File: config.mk
export PLATFORM = sky130hd
export DESIGN_NAME = reset_release_seq
export DESIGN_NICKNAME = d
export VERILOG_FILES = /design/src/rtl/rr_pkg.sv /design/src/rtl/rr_interval_counter.sv /design/src/rtl/rr_seq_fsm.sv /design/src/rtl/reset_release_seq.sv
export SDC_FILE = /design/constraint.sdc
export NUM_CORES = 1
export LEC_CHECK = 0
export BUFFER_PORTS_ARGS = -buffer_cell sky130_fd_sc_hd__buf_2
export CAP_MARGIN = 25
export CORE_AREA = 3 3 48 50
export CTS_BUF_LIST = sky130_fd_sc_hd__clkbuf_16
export CTS_CLUSTER_DIAMETER = 50
export DETAILED_ROUTE_END_ITERATION = 16
export DIE_AREA = 0 0 51 53
export PLACE_DENSITY_LB_ADDON = 0.25
export SETUP_SLACK_MARGIN = 0.3
export SKIP_CTS_REPAIR_TIMING = 1
export SLEW_MARGIN = 5
export SYNTH_ARGS = -nofsm -noshare
export SYNTH_HDL_FRONTEND = slang
export SYNTH_SLANG_ARGS = --single-unit
File: constraint.sdc
create_clock -name clk -period 3.35 [get_ports clk]
set_clock_uncertainty 0.1 [all_clocks]
set_input_delay 0.1675 -clock clk [delete_from_list [all_inputs] [get_ports clk]]
set_output_delay 0.1675 -clock clk [all_outputs]
set_load 0.02 [all_outputs]
File: src/rtl/rr_pkg.sv
package rr_pkg;
  typedef enum logic [1:0] {
    RR_HOLD  = 2'd0,
    RR_COUNT = 2'd1,
    RR_AWAKE = 2'd2
  } rr_state_e;
endpackage

File: src/rtl/rr_interval_counter.sv
module rr_interval_counter #(
  parameter int CNT_W = 13
) (
  input  logic             clk,
  input  logic             rst_n,
  input  logic             clear,
  input  logic             tick,
  input  logic [CNT_W-1:0] limit,
  output logic             done
);
  logic [CNT_W-1:0] cnt_q;
  logic [CNT_W-1:0] cnt_d;
  logic [CNT_W-1:0] cnt_inc;

  assign cnt_inc = cnt_q + CNT_W'(1);

  always_comb begin
    cnt_d = cnt_q;
    if (clear) begin
      cnt_d = '0;
    end else if (tick) begin
      cnt_d = cnt_inc;
    end
  end

  assign done = !clear && tick && (cnt_inc == limit);

  always_ff @(posedge clk or negedge rst_n) begin
    if (!rst_n) begin
      cnt_q <= '0;
    end else begin
      cnt_q <= cnt_d;
    end
  end
endmodule

File: src/rtl/rr_seq_fsm.sv
module rr_seq_fsm
  import rr_pkg::*;
(
  input  logic      clk,
  input  logic      rst_n,
  input  logic      ext_rst,
  input  logic      pwr_ok,
  input  logic      done,
  output rr_state_e state,
  output logic      brownout,
  output logic      wake
);
  rr_state_e state_q, state_d;
  logic      bo_q, bo_d;
  logic      wake_q, wake_d;

  always_comb begin
    state_d = state_q;
    bo_d    = bo_q;
    wake_d  = wake_q;
    if (ext_rst) begin
      state_d = RR_HOLD;
      wake_d  = 1'b0;
    end else begin
      case (state_q)
        RR_HOLD: begin
          state_d = RR_COUNT;
          bo_d    = !pwr_ok;
        end
        RR_COUNT: begin
          if (done) begin
            state_d = RR_AWAKE;
            wake_d  = 1'b1;
          end
        end
        RR_AWAKE: state_d = RR_AWAKE;
        default:  state_d = RR_HOLD;
      endcase
    end
  end

  always_ff @(posedge clk or negedge rst_n) begin
    if (!rst_n) begin
      state_q <= RR_HOLD;
      bo_q    <= 1'b0;
      wake_q  <= 1'b0;
    end else begin
      state_q <= state_d;
      bo_q    <= bo_d;
      wake_q  <= wake_d;
    end
  end

  assign state    = state_q;
  assign brownout = bo_q;
  assign wake     = wake_q;
endmodule

File: src/rtl/reset_release_seq.sv
module reset_release_seq
  import rr_pkg::*;
#(
  parameter int RTC_DELAY  = 4100,
  parameter int XTAL_DELAY = 2
) (
  input  logic clk,
  input  logic rst_n,
  input  logic ext_rst,
  input  logic pwr_ok,
  input  logic rtc_en,
  input  logic xtal_en,
  output logic wake,
  output logic cpu_run,
  output logic start_brownout,
  output logic cfg_default
);
  localparam int MAX_DELAY = (RTC_DELAY > XTAL_DELAY) ? RTC_DELAY : XTAL_DELAY;
  localparam int CNT_W     = $clog2(MAX_DELAY + 1);

  rr_state_e        state;
  logic             brownout;
  logic             done;
  logic             tick_sel;
  logic [CNT_W-1:0] limit_sel;

  assign tick_sel  = brownout ? xtal_en : rtc_en;
  assign limit_sel = brownout ? CNT_W'(XTAL_DELAY) : CNT_W'(RTC_DELAY);

  rr_seq_fsm u_fsm (
    .clk      (clk),
    .rst_n    (rst_n),
    .ext_rst  (ext_rst),
    .pwr_ok   (pwr_ok),
    .done     (done),
    .state    (state),
    .brownout (brownout),
    .wake     (wake)
  );

  rr_interval_counter #(.CNT_W(CNT_W)) u_cnt (
    .clk   (clk),
    .rst_n (rst_n),
    .clear (state != RR_COUNT),
    .tick  (tick_sel),
    .limit (limit_sel),
    .done  (done)
  );

  assign cpu_run        = wake && !ext_rst;
  assign start_brownout = brownout;
  assign cfg_default    = (state == RR_HOLD);
endmodule

==> impl_metrics.py <==
metrics = {
    "sta": {
        "max-slew-margin-rel": 0.4264,
        "fmax_mhz": 372.6,
        "tightestPinTransition_ps": 836.5,
        "finalHoldViolations": 0,
        "slew_viol_final": 0,
        "rsz0062_at_grt": "no",
        "tns_ps": 0,
        "finalSetupViolations": 0,
        "layout_min_cycle_time_ps": 2684,
        "fin_crit_sh": 0.8011,
        "timing.hold.ws_ps": 22.93,
    },
    "placement": {
        "gp_congestion": 0.8333,
        "hpwl_mm": 1.453,
        "dp_cells": 147,
        "portBuffers": 9,
    },
    "final_layout": {
        "multi_input_area_um2": 611.8,
        "regArea_um2": 425.4,
        "layout.cells.non_filler": 152,
        "nFillCells": 173,
        "diodes": 0,
        "num-nets-final": 136,
        "syn_to_final_growth_pct": 15.45,
        "drive_gt1_frac": 0.1440,
        "utilization": 0.6308,
    },
    "floorplanning": {
        "initial_utilization": 0.5464,
        "rows": 16,
        "io_pins": 10,
        "fp.dieH_um": 53,
        "core-area_mm2": 0.001942,
        "die_w_um": 51,
        "die-area_mm2": 0.002703,
    },
    "clock_network": {
        "cts-root-buf": "clkbuf_16",
        "clk_pin_slew_ps": 50,
        "cts_buffers": 3,
        "htree_num_levels": 1,
        "cts_tree": "yes",
        "clock_latency_ps": 240,
        "clock_sinks": 17,
        "clk_path_buf_depth": 2,
    },
    "worst_setup_path": {
        "cp_slowest_cell": "or4_1",
        "critical_path_peak_fanout": 5,
        "worst_ep_arrival_time_ps": 2710,
        "critical_path.max_stage_delay_ps": 580,
        "end_kind": "register",
        "startpoint_type": "register",
        "crit_type": "reg -> reg",
        "r2r_slack_ps": 670,
        "crit_chain": "ha_1 -> xnor2_1 -> and3_1 -> o2111ai_1 -> or4_1 -> or3_4 -> a32o_1",
        "cp.required_ps": 3380,
    },
    "global_route": {
        "grt_usage": 0.1828,
        "grt_antenna_before_repair": 0,
        "grt_pass1_wl_mm": 3.705,
        "grt_start_max_net_pins": 18,
        "grt_pass1_vias": 874,
        "overflow": 0,
    },
    "pwr": {
        "p_sw_frac": 0.3136,
        "power_density_mw_per_mm2": 551.5,
        "p_leak_nw": 0.5463,
        "p_int_uw": 463.7,
        "clkPwrFrac": 0.348,
        "power_frac_comb": 0.276,
        "seqPwrFrac": 0.376,
        "p_switching_uw": 211.9,
        "fin_total_pwr_uw": 675.5,
        "max-vdd-ir-drop_mv": 0.2851,
    },
    "logic_synthesis": {
        "synth-seq-area-share": 0.4009,
        "synth_cell_types": 32,
        "syn_nets": 123,
        "avgSynthCellArea_um2": 9.390,
        "syn_area_mm2": 0.001061,
        "synth-seq-cells": 17,
        "synth-warning-count": 0,
        "postSynthCellCount": 113,
    },
    "status": {
        "status": "finished, final reports clean",
    },
    "worst_hold_path": {
        "hp-class": "in -> reg",
    },
    "job": {
        "drv_cap": 0,
    },
    "route": {
        "antenna_left": 0,
        "vias": 844,
        "via_per_inst": 5.553,
        "drt_drc_violations_left": 0,
        "wire_per_inst_um": 13.57,
        "drt_pre_antenna_iters": 4,
        "drt_iter0_drc": 7,
        "finalWirelength_mm": 2.063,
    },
}
synthesized netlist by cell type:
cell type   n  area share
and3_1      3       0.018
nor2_1      5       0.018
nor3_1      5       0.024
nand3_1     7       0.033
a32o_1      2       0.019
buf_2       1      0.0047
mux2i_1     2       0.019
ha_1        4       0.047
nor2b_1     4       0.024
or3_1       2       0.012
o31ai_1     1      0.0071
nand2_1    11       0.039
inv_1       3       0.011
mux2_2      1       0.011
nor3_2      1      0.0094
or3_4       1       0.011
or2_2       1      0.0059
a21boi_0    3       0.021
xor2_1      4       0.033
nor4b_1     1      0.0083
o31a_1      1      0.0083
xnor2_1    11       0.091
clkbuf_1    2      0.0071
and4_1      1      0.0083
a41o_1      1      0.0094
dfrtp_1    17        0.40
nand2b_1    1      0.0059
and2_1      9       0.053
or4_1       1      0.0071
o21ai_0     3       0.014
o2111ai_1   1      0.0083
a21oi_1     3       0.014
metrics by stage:
stage | setup slack [ps] | cell area, µm²
floorplan | 845.1 | 1061
global placement | 798.9 | 1135
detailed placement | 736.1 | 1135
CTS | 692.4 | 1215
global route | 569.6 | 1225
finish | 666.3 | 1225
worst max-delay path: cells and delay by family, from the launching register on:
kind,cells,cell delay (ps)
compound gates,2,340
xor+xnor,1,260
fa+ha+maj,1,280
flops,1,420
simple gates,3,1180
layout make-up:
| class | instances | share of cell area |
|---|---|---|
| timing repair buffer | 11 | 0.05107 |
| clock buffer | 3 | 0.06129 |
| multi-input combinational | 90 | 0.4995 |
| inverter | 3 | 0.009193 |
| clock inverter | 1 | 0.004086 |
| tap | 27 | 0.02758 |
| sequential | 17 | 0.3473 |
sequential cells by signal, summed over array words and instances (netlist names):
| name | flops |
|---|---|
| u_fsm.wake | 1 |
| u_fsm.brownout | 1 |
| u_cnt.cnt_q | 13 |
| u_fsm.state | 2 |
worst paths after layout:
check,start,end,depth (start not counted)
min,pwr_ok,u_fsm.brownout,2
min in group asynchronous,rst_n,u_cnt.cnt_q[3],2
max reg2reg,u_cnt.cnt_q[0],u_fsm.state[0],7
max in group asynchronous,rst_n,u_cnt.cnt_q[0],2
min reg2reg,u_fsm.state[1],u_fsm.state[1],1
max,u_cnt.cnt_q[0],u_fsm.state[0],7
power groups by stage:
stage	sequential [mW]	combinational [mW]	clock [mW]
after floorplan	0.250	0.141	0
final	0.254	0.186	0.235
after global placement	0.256	0.180	0
after CTS	0.254	0.186	0.238
after detailed placement	0.258	0.185	0
after global routing	0.259	0.211	0.253
cell usage in the layout, fill, tap and decap left out, types with 4 or more instances in the layout:
cell type  count
nor3_1         5
xnor2_1       11
nand2_1       11
nand3_1        7
nor2_1         5
ha_1           4
nor2b_1        4
xor2_1         4
and2_1         9
dfrtp_1       17
buf_2          9
layer usage:
metal  global-route usage  routed length [µm]  up-vias
li1                     -                   -      414
met1               0.2279                 946      397
met2               0.3026                 980       25
met3              0.04789                  97        8
met4              0.06726                  39        0
met5                    0                   0        -
kinds of logic (layout without fill, tap and decap cells):
logic type	Yosys count	count (layout)	synth area share
fa+ha+maj	4	4	0.04717
flops	17	17	0.4009
buf+inv	6	18	0.02240
simple gates	53	53	0.2748
xor+xnor	15	15	0.1238
compound gates	15	15	0.1014
mux	3	3	0.02948
Note: power is estimated with default switching activity, not from simulation.
